--- src/rtl/i2c_xfer_seq_pkg.sv ---
package i2c_xfer_seq_pkg;
  localparam int OP_W = 3;

  typedef enum logic [OP_W-1:0] {
    OP_NONE   = 3'd0,
    OP_START  = 3'd1,
    OP_RSTART = 3'd2,
    OP_ADDR   = 3'd3,
    OP_BYTE   = 3'd4,
    OP_STOP   = 3'd5
  } seq_op_e;

  typedef enum logic [2:0] {
    ST_IDLE, ST_START, ST_RSTART, ST_ADDR, ST_XFER, ST_TC, ST_TCR, ST_STOP
  } seq_state_e;
endpackage

--- src/rtl/xseq_regs.sv ---
module xseq_regs #(
  parameter int CNT_W  = 8,
  parameter int ADDR_W = 7
) (
  input  logic              clk,
  input  logic              rst_n,
  input  logic              enable,
  input  logic              wr_en,
  input  logic              wr_start,
  input  logic              wr_stop,
  input  logic [CNT_W-1:0]  wr_count,
  input  logic              wr_reload,
  input  logic              wr_autoend,
  input  logic              wr_rd,
  input  logic [ADDR_W-1:0] wr_addr,
  input  logic              is_ctrl,
  input  logic              start_clr,
  input  logic              stop_clr,
  output logic [CNT_W-1:0]  cfg_count,
  output logic              cfg_reload,
  output logic              cfg_autoend,
  output logic              cfg_rd,
  output logic [ADDR_W-1:0] cfg_addr,
  output logic              start_pend,
  output logic              stop_pend,
  output logic              count_wr
);
  logic start_set, stop_set;

  // count field is locked while a start request waits
  assign count_wr  = enable & wr_en & ~start_pend;
  assign start_set = wr_en & wr_start & ~(cfg_reload & is_ctrl);
  assign stop_set  = wr_en & wr_stop & is_ctrl;

  always_ff @(posedge clk or negedge rst_n) begin
    if (!rst_n) begin
      cfg_count   <= '0;
      cfg_reload  <= 1'b0;
      cfg_autoend <= 1'b0;
      cfg_rd      <= 1'b0;
      cfg_addr    <= '0;
      start_pend  <= 1'b0;
      stop_pend   <= 1'b0;
    end else if (!enable) begin
      cfg_count   <= '0;
      cfg_reload  <= 1'b0;
      cfg_autoend <= 1'b0;
      cfg_rd      <= 1'b0;
      cfg_addr    <= '0;
      start_pend  <= 1'b0;
      stop_pend   <= 1'b0;
    end else begin
      if (count_wr) cfg_count <= wr_count;
      if (wr_en) begin
        cfg_reload  <= wr_reload;
        cfg_autoend <= wr_autoend;
        cfg_rd      <= wr_rd;
        cfg_addr    <= wr_addr;
      end
      start_pend <= (start_pend & ~start_clr) | start_set;
      stop_pend  <= (stop_pend & ~stop_clr) | stop_set;
    end
  end
endmodule

--- src/rtl/xseq_count.sv ---
module xseq_count #(
  parameter int CNT_W = 8
) (
  input  logic             clk,
  input  logic             rst_n,
  input  logic             clr,
  input  logic             load,
  input  logic [CNT_W-1:0] load_val,
  input  logic             dec,
  output logic             zero,
  output logic             one
);
  logic [CNT_W-1:0] left;

  always_ff @(posedge clk or negedge rst_n) begin
    if (!rst_n)    left <= '0;
    else if (clr)  left <= '0;
    else if (load) left <= load_val;
    else if (dec)  left <= left - CNT_W'(1);
  end

  assign zero = (left == '0);
  assign one  = (left == CNT_W'(1));
endmodule

--- src/rtl/i2c_xfer_seq.sv ---
module i2c_xfer_seq
  import i2c_xfer_seq_pkg::*;
#(
  parameter int CNT_W  = 8,
  parameter int ADDR_W = 7
) (
  input  logic              clk,
  input  logic              rst_n,
  input  logic              enable,
  input  logic              ctl_we,
  input  logic              ctl_start,
  input  logic              ctl_stop,
  input  logic [CNT_W-1:0]  ctl_count,
  input  logic              ctl_reload,
  input  logic              ctl_autoend,
  input  logic              ctl_rd,
  input  logic [ADDR_W-1:0] ctl_addr,
  input  logic              bus_busy,
  input  logic              arb_lost,
  input  logic              timeout,
  output logic              cmd_valid,
  input  logic              cmd_ready,
  output logic [OP_W-1:0]   cmd_op,
  output logic [ADDR_W-1:0] cmd_addr,
  output logic              cmd_rd,
  output logic              cmd_nack,
  output logic              start_pend,
  output logic              stop_pend,
  output logic              in_ctrl,
  output logic              flag_tc,
  output logic              flag_tcr,
  output logic              scl_hold
);
  seq_state_e       state, nxt;
  seq_op_e          op;
  logic [CNT_W-1:0] cfg_count, cnt_val;
  logic             cfg_reload, cfg_autoend, cfg_rd;
  logic [ADDR_W-1:0] cfg_addr;
  logic             count_wr, start_clr, stop_clr;
  logic             cnt_load, cnt_dec, cnt_zero, cnt_one;
  logic             fire, abort;

  xseq_regs #(.CNT_W(CNT_W), .ADDR_W(ADDR_W)) u_regs (
    .clk, .rst_n, .enable,
    .wr_en(ctl_we), .wr_start(ctl_start), .wr_stop(ctl_stop),
    .wr_count(ctl_count), .wr_reload(ctl_reload), .wr_autoend(ctl_autoend),
    .wr_rd(ctl_rd), .wr_addr(ctl_addr), .is_ctrl(in_ctrl),
    .start_clr, .stop_clr,
    .cfg_count, .cfg_reload, .cfg_autoend, .cfg_rd, .cfg_addr,
    .start_pend, .stop_pend, .count_wr
  );

  xseq_count #(.CNT_W(CNT_W)) u_cnt (
    .clk, .rst_n, .clr(~enable), .load(cnt_load), .load_val(cnt_val),
    .dec(cnt_dec), .zero(cnt_zero), .one(cnt_one)
  );

  always_comb begin
    unique case (state)
      ST_START:  op = OP_START;
      ST_RSTART: op = OP_RSTART;
      ST_ADDR:   op = OP_ADDR;
      ST_XFER:   op = cnt_zero ? OP_NONE : OP_BYTE;
      ST_STOP:   op = OP_STOP;
      default:   op = OP_NONE;
    endcase
  end

  assign cmd_valid = (op != OP_NONE);
  assign cmd_op    = op;
  assign cmd_addr  = cfg_addr;
  assign cmd_rd    = cfg_rd;
  assign cmd_nack  = (op == OP_BYTE) & cfg_rd & ((cnt_one & ~cfg_reload) | stop_pend);
  assign fire      = cmd_valid & cmd_ready;
  assign abort     = arb_lost | timeout;
  assign in_ctrl   = (state != ST_IDLE);
  assign flag_tc   = (state == ST_TC);
  assign flag_tcr  = (state == ST_TCR);
  assign scl_hold  = flag_tc | flag_tcr;

  always_comb begin
    nxt       = state;
    cnt_load  = 1'b0;
    cnt_val   = cfg_count;
    cnt_dec   = 1'b0;
    start_clr = 1'b0;
    stop_clr  = 1'b0;
    if (abort) begin
      nxt       = ST_IDLE;
      start_clr = 1'b1;
      stop_clr  = 1'b1;
    end else begin
      unique case (state)
        ST_IDLE: if (start_pend && !bus_busy) nxt = ST_START;
        ST_START, ST_RSTART: if (fire) nxt = ST_ADDR;
        ST_ADDR: if (fire) begin
          nxt       = ST_XFER;
          start_clr = 1'b1;
          cnt_load  = 1'b1;
        end
        ST_XFER: begin
          if (cnt_zero) begin
            // end of chunk: stop request, reload, auto-end, restart, wait
            if (stop_pend)        nxt = ST_STOP;
            else if (cfg_reload)  nxt = ST_TCR;
            else if (cfg_autoend) nxt = ST_STOP;
            else if (start_pend)  nxt = ST_RSTART;
            else                  nxt = ST_TC;
          end else if (fire) begin
            cnt_dec = 1'b1;
            if (stop_pend) nxt = ST_STOP;
          end
        end
        ST_TC: begin
          if (stop_pend)       nxt = ST_STOP;
          else if (start_pend) nxt = ST_RSTART;
        end
        ST_TCR: begin
          if (stop_pend) nxt = ST_STOP;
          else if (count_wr) begin
            nxt      = ST_XFER;
            cnt_load = 1'b1;
            cnt_val  = ctl_count;
          end
        end
        ST_STOP: if (fire) begin
          nxt      = ST_IDLE;
          stop_clr = 1'b1;
        end
        default: nxt = ST_IDLE;
      endcase
    end
  end

  always_ff @(posedge clk or negedge rst_n) begin
    if (!rst_n)       state <= ST_IDLE;
    else if (!enable) state <= ST_IDLE;
    else              state <= nxt;
  end
endmodule

--- config.mk ---
export PLATFORM = sky130hd
export DESIGN_NAME = i2c_xfer_seq
export DESIGN_NICKNAME = d
export VERILOG_FILES = /design/src/rtl/i2c_xfer_seq_pkg.sv /design/src/rtl/xseq_regs.sv /design/src/rtl/xseq_count.sv /design/src/rtl/i2c_xfer_seq.sv
export SDC_FILE = /design/constraint.sdc
export NUM_CORES = 1
export LEC_CHECK = 0
export BUFFER_PORTS_ARGS = -buffer_cell sky130_fd_sc_hd__buf_4
export CORE_MARGIN = 4
export CORE_UTILIZATION = 48
export DETAILED_ROUTE_END_ITERATION = 8
export PLACE_DENSITY_LB_ADDON = 0.12
export SETUP_SLACK_MARGIN = 0.1
export SYNTH_ARGS = -nofsm -noshare
export SYNTH_HDL_FRONTEND = slang
export SYNTH_SLANG_ARGS = --single-unit
--- constraint.sdc ---
create_clock -name clk -period 1.89 [get_ports clk]
set_input_delay 0.2835 -clock clk [delete_from_list [all_inputs] [get_ports clk]]
set_output_delay 0.2835 -clock clk [all_outputs]
set_load 0.005 [all_outputs]
==> metrics, run 1 <==
GR met3 Demand/Resource=5.891%; antenna diode count=0; clk_lat worst skew=0.30 ns; final hold vios=0; fmax=around 0.50 GHz; synth warn=0; Max FO, Critical Path=4; post-synth net total=approximately 250; number of global-route vias before repair=approximately 1800; post-synth top area share=39.82%; synth cell count leaders=dfrtp_1 (31), nand2_1 (30), a21oi_1 (20); H-tree levels=2; Avg Cell Area, Syn=about 9 um2; DRC viols=0; Reg clk slew, reported paths=about 0.07 ns; largest net degree at the start of global routing=32; peak supply drop=579.5 uV; max incr delay on CP=0.40 ns; number of max-cap violations=0; Power, Total=1.594 mW; leak pwr=1.358 nW; worst reg2reg path depth=9; Layout Utilization=between 70% and 80%; DIE HEIGHT=71.71 um; ANT nets after route=0; final cell count without fillers=343; row cnt=22; crit path cell chain=inv_2 > ha_4 > nor3b_4 > a211oi_4 > and3_4 > buf_6; Top Usage Layer GRT=met2; global route overflow=0; Hold Path End=u_regs.cfg_addr[1]; Slowest cell on crit path=dfrtp_1; total track usage=between 20% and 30%; Initial DRC Count=around 280; failing checks=negative setup slack; sequential share of the synthesized area=39.82%; core box area=around 3800 um2; top-count cell post-synth=dfrtp_1; Critical Path Stages=6; EDFF count, synth=0; Power Dens Cells=approximately 560 nW/um2; Multi-input gate area=roughly 1200 um2; crit path kind=register to primary output; Syn Std Cell Area=approximately 1900 um2; CP Capture Type=primary output; Nets=about 320; routed len/inst=between 15 and 20 um; Reg2Reg Capture Point=state[1]; HP Class=input port to register; critical path arrival=between 1.5 and 2 ns; crit path buf inv count=2; Ports=47; CTS tree=done; largest area contributor in the netlist=dfrtp_1; fin crit share=106.8%; CTS Buf Count=5; wirelength, routed=about 5900 um; initial antenna violation count=0; most used flip-flop cell after synthesis=dfrtp_1; Layout fillers=approximately 270; FF+latch area=778.2 um2; fin crit period=2.018 ns; Area growth, synth to finish=45.60%; met2 GRT Util=between 30 and 40%; starting density of the core=51.28%; GR Layer Usage met1=about a third; CTS Buffer Depth=2; Worst setup SP type=register; Finish-stage setup viols=9; post-synthesis register bit count=31; vias per std cell=5.781; CP top delay family=flip-flops; Root Driver=clkbuf_8; startpoint of the worst hold path=ctl_addr[1]; max-slew violation count=0; Cells after Synth=between 200 and 250; vias=~2000; unrepaired setup endpoints after global routing=true; FFs w/ async S/R, synth=100.0%; Layout Skew=around 0.0032 ns; measured slew at the worst slew-check pin=between 0.4 and 0.5 ns; Worst R2R Setup Slack=-0.07 ns; die area=around 5100 um2; final setup margin=-0.1277 ns; Die X=~70 um; status=complete, but fails checks; layout cells sized above 1=42.03%; first-pass GRT wire length=~9000 um; clk sink count=31; number of port buffers=46; dpl cells=318; number of library cell types mapped by synthesis=59; placer's final routability congestion estimate=around 0.94; Hold Path Cell Cnt=3; DP HPWL=3736 um; worst r2r src=u_cnt.left[1]; DR pass1 iterations=4; Data required, critical path=about 1.6 ns; Max-Slew Margin vs Limit=68.25%; Area contributors post-synth=dfrtp_1 (40%), nand2_1 (5.8%), a21oi_1 (5.1%), mux2i_1 (5.1%), nor2_1 (3.5%)
==> power by group <==
part	internal (mW)	switching (mW)
sequential	0.684	0.0140
combinational	0.0928	0.0994
clock	0.426	0.277
==> worst max path at each step <==
| stage | slack (ns) | to | start |
|---|---|---|---|
| floorplan | 0.12 | u_cnt.left[3] | u_cnt.left[0] |
| global placement | 0.08 | state[1] | u_cnt.left[1] |
| detailed placement | 0.02 | state[1] | u_cnt.left[1] |
| CTS | -0.03 | cmd_nack | u_cnt.left[0] |
| global route | -0.17 | cmd_valid | u_cnt.left[1] |
| finish | -0.13 | cmd_nack | u_cnt.left[1] |
==> state kept, by name, indices dropped and copies added (netlist names) <==
signal / count
state: 3
u_regs.cfg_addr: 7
u_regs.cfg_reload: 1
u_regs.stop_pend: 1
u_regs.cfg_count: 8
u_regs.cfg_rd: 1
u_regs.start_pend: 1
u_regs.cfg_autoend: 1
u_cnt.left: 8
==> final cells by class <==
type	count	share of cell area, %
multi-input cells	163	41.82
flip-flops and latches	31	27.44
repair buffers	84	23.29
clock buffers	6	2.911
well taps	48	2.117
clock inverters	2	1.235
inverters	9	1.191
==> through the flow <==
stage | TNS, ns | instance area (um2) | hold WS, ns | setup slack [ns]
final | -0.6293 | 2836 | 0.2295 | -0.1277
after global routing | -1.363 | 2836 | 0.2282 | -0.1665
after CTS | -0.04429 | 2704 | 0.2271 | -0.02878
after detailed placement | 0 | 2464 | 0.2416 | 0.02131
after global placement | 0 | 2464 | 0.2450 | 0.08246
after floorplan | 0 | 1957 | -0.01209 | 0.1184
==> cells in the final DEF, fill, tap and decap left out, drive strengths merged, types with 5 or more instances in the layout <==
cell,count
nor3,5
dfrtp,31
a21oi,20
nand3,6
nand2,31
clkbuf,6
o21ai,7
nor2,18
buf,83
inv,9
o211ai,5
mux2i,10
==> timing repair <==
action	CTS	global route
setup endpoints to repair	11	15
pin swaps	8	6
hold buffers	1	0
hold endpoints to repair	31	0
setup buffers	10	6
resized for setup	14	14
==> metal layers <==
layer	share of wire, %	wire, um
met2	48	2832
met5	0	0
met4	2.0	118
met3	5.8	343
met1	44	2580
==> cells by family after synthesis <==
family | count (synthesis) | synth area share [%]
and+or+nand+nor | 86 | 23.96
AOI/OAI and AO/OA | 63 | 24.15
DFF | 31 | 39.82
buffers and inverters | 22 | 4.623
muxes | 11 | 5.716
adders and majority gates | 2 | 1.284
xor gates and xnor gates | 1 | 0.4497
==> worst register-to-register path, delay by kind of cell, from the launching register on <==
kind	cells	cell delay (ns)
AO/OA/AOI/OAI	3	0.46
flip-flops	1	0.42
AND/OR/NAND/NOR	1	0.27
adder cells (fa/ha/maj)	1	0.14
buffers and inverters	4	0.54
(Power assumes the default switching activity.)
==> inputs of run 2 (changes only) <==
--- a/config.mk
+++ b/config.mk
@@ -5,9 +5,10 @@
 export SDC_FILE = /design/constraint.sdc
 export NUM_CORES = 1
 export LEC_CHECK = 0
+export ABC_AREA = 1
 export BUFFER_PORTS_ARGS = -buffer_cell sky130_fd_sc_hd__buf_4
 export CORE_MARGIN = 4
-export CORE_UTILIZATION = 48
+export CORE_UTILIZATION = 49
 export DETAILED_ROUTE_END_ITERATION = 8
 export PLACE_DENSITY_LB_ADDON = 0.12
 export SETUP_SLACK_MARGIN = 0.1
==> run 2 against run 1 <==
Effect of this change: final cell count up 27%; combinational power up 8%; largest cell class unchanged; critical path depth up 2; clock-buffer cell count unchanged; sequential power about the same; sequential cell count unchanged; non-clock buffer count down 17; the run now ends clean; fmax up 13%.
==> metrics, run 2 <==
unrepaired setup endpoints after global routing=true; fin crit share=94.17%; row cnt=23; synth cell count leaders=nand2_1 (102), nand3_1 (42), inv_1 (41); Root Driver=clkbuf_8; Area growth, synth to finish=33.11%; number of library cell types mapped by synthesis=28; Nets=about 420; die area=~5400 um2; first-pass GRT wire length=roughly 9400 um; area fraction in compound gates after synthesis=between 8 and 9%; Avg Cell Area, Syn=6.580 um2; number of max-cap violations=0; core box area=4058 um2; most numerous cell on the critical path=nand2_2; peak supply drop=between 400 and 500 uV; Die X=between 70 and 80 um; number of port buffers=46; Max FO, Critical Path=5; Slowest cell on crit path=dfrtp_1; most frequent cells in the layout=nand2_1 (99), buf_4 (66), nand3_1 (40); max-slew violation count=0; wirelength, routed=~5600 um; DIE HEIGHT=73.24 um; global route overflow=0; vias=2203; EDFF count, synth=0; CTS Buf Count=5; DP Area=between 2000 and 3000 um2; post-synth top area share=a little under two fifths; Ports=47; status=complete, no violations; vias per std cell=between 5 and 6; DR pass1 iterations=4; number of global-route vias before repair=a little over 2000; Data required, critical path=1.61 ns; clk_lat worst skew=0.28 ns; CTS Buffer Depth=2; post-synthesis xor/xnor area fraction=~1.3%; placer's final routability congestion estimate=~0.94; fin crit period=1.780 ns; Power Dens Cells=between 500 and 600 nW/um2; starting density of the core=between 50% and 60%; Post-Synth Simple-Gate Area=approximately two fifths; setup TNS=0 ns; total track usage=between 20% and 30%; final hold vios=0; max incr delay on CP=approximately 0.4 ns; HP Class=input port to register; Initial DRC Count=181; layout cells sized above 1=approximately 29%; Max-Slew Margin vs Limit=approximately 73%; Reg clk slew, reported paths=0.07 ns; Area contributors post-synth=dfrtp_1 (37%), nand2_1 (18%), nand3_1 (10%), inv_1 (7.4%), nor2_1 (5.2%); initial antenna violation count=0; Synth Area in Adders=about 1.2%; antenna diode count=0; largest net degree at the start of global routing=32; crit path buf inv count=2; final instance area=between 2000 and 3000 um2; CP top delay family=simple AND/OR/NAND/NOR gates; Layout Skew=between 0.005 and 0.006 ns; synth warn=0; FFs w/ async S/R, synth=100.0%; post-synthesis register bit count=31; ANT nets after route=0; Layout fillers=approximately 370; measured slew at the worst slew-check pin=0.4065 ns; sequential share of the synthesized area=between 30% and 40%; critical path arrival=~1.5 ns; top-count cell post-synth=nand2_1; Worst setup SP type=register; routed len/inst=around 13 um; crit path kind=register to primary output; Syn Std Cell Area=2086 um2; CTS tree=done; fmax=0.5619 GHz; H-tree levels=2; crit path cell chain=inv_2 > ha_4 > nand2_2 > nor2_4 > nand2_2 > nand2_4 > nand3_2 > buf_4; clk sink count=31; mux cell area share after synthesis=0%; post-synth net total=347; most used flip-flop cell after synthesis=dfrtp_1; largest family of logic cells by synthesized area=simple AND/OR/NAND/NOR gates; DP HPWL=~4000 um; Worst R2R Setup Slack=around 0.2 ns; commonest non-fill, non-tap cell in the layout=nand2_1; CP Capture Type=primary output; Finish-stage setup viols=0; Cells after Synth=around 320; DRC viols=0; largest area contributor in the netlist=dfrtp_1; largest registers=u_cnt.left x8, u_regs.cfg_count x8, u_regs.cfg_addr x7; leak pwr=1.481 nW
[run 2: cell count changes in the layout (fill, tap and decap cells not counted), moves of 5 or more]
| cell | change |
|---|---|
| mux2i_1 | -10 |
| a21oi_1 | -11 |
| nor2_1 | +10 |
| inv_1 | +31 |
| inv_2 | +7 |
| buf_4 | -12 |
| nand2_1 | +71 |
| nand3_1 | +35 |
| nor2_4 | +6 |
| o211ai_1 | -5 |
| o21ai_0 | +15 |
[run 2: kinds of logic (layout without fill, tap and decap cells)]
group,Yosys count,in the layout
simple gates,194,194
buf+inv,54,122
compound gates,33,33
flops,31,31
xor+xnor,3,3
fa+ha+maj,2,2
[run 2: per-stage QoR]
step	utilization (%)	worst slack [ns]	power (mW)	hold WS (ns)	cells
after floorplan	-	0.3493	0.8048	-0.01209	317
final	68.42	0.1102	1.445	0.2374	435
after global placement	62.07	0.2033	0.9123	0.2414	414
after global routing	68.42	0.06574	1.510	0.2358	435
after detailed placement	62.07	0.1799	0.9152	0.2508	414
after CTS	66.48	0.1013	1.454	0.2338	428
[run 2: what timing repair did]
action / 4_1_cts / 5_1_grt
endpoints found under the hold margin: 31 / 0
endpoints found under the setup margin: 3 / 10
hold buffers: 1 / 0
setup buffers: 6 / 7
pin swaps: 2 / 5
gates resized for setup: 13 / 9
[run 2: final timing paths]
check,cells past startpoint,to,start
hold reg to reg,2,u_cnt.left[6],u_cnt.left[6]
min in group asynchronous,2,u_regs.cfg_count[4],rst_n
hold / removal,3,u_regs.cfg_addr[3],ctl_addr[3]
setup / recovery,8,cmd_valid,u_cnt.left[1]
max in group asynchronous,2,u_cnt.left[4],rst_n
setup reg to reg,10,u_cnt.left[0],u_cnt.left[1]
[run 2: where the power goes]
group | leakage (nW) | internal, mW | switching [mW] | total, mW
combinational | 1.02 | 0.0952 | 0.113 | 0.208
clock | 0.0470 | 0.286 | 0.251 | 0.537
sequential | 0.416 | 0.686 | 0.0144 | 0.700
total | 1.48 | 1.07 | 0.378 | 1.45
[run 2: final cells by class]
class,count,area (um2),area share [%]
Clock buffer,6,82.58,2.974
Clock inverter,1,5.005,0.1803
Inverter,48,182.7,6.580
Multi-Input combinational cell,232,1157,41.69
Sequential cell,31,780.7,28.12
Tap cell,50,62.56,2.253
Timing Repair Buffer,67,505.5,18.21
[run 2: tightest hold or removal path, stage by stage]
cell and delay, ns:
buf_4 0.08, nand3_1 0.06, o21ai_0 0.07
[run 2: layer usage]
| layer | up-vias | track usage, % | share of wire, % | wire [um] |
|---|---|---|---|---|
| li1 | 1134 | - | - | - |
| met1 | 990 | 28.19 | 43 | 2429 |
| met2 | 64 | 37.54 | 49 | 2728 |
| met3 | 15 | 3.581 | 5.3 | 296 |
| met4 | 0 | 9.221 | 2.5 | 141 |
| met5 | - | 0 | 0 | 0 |
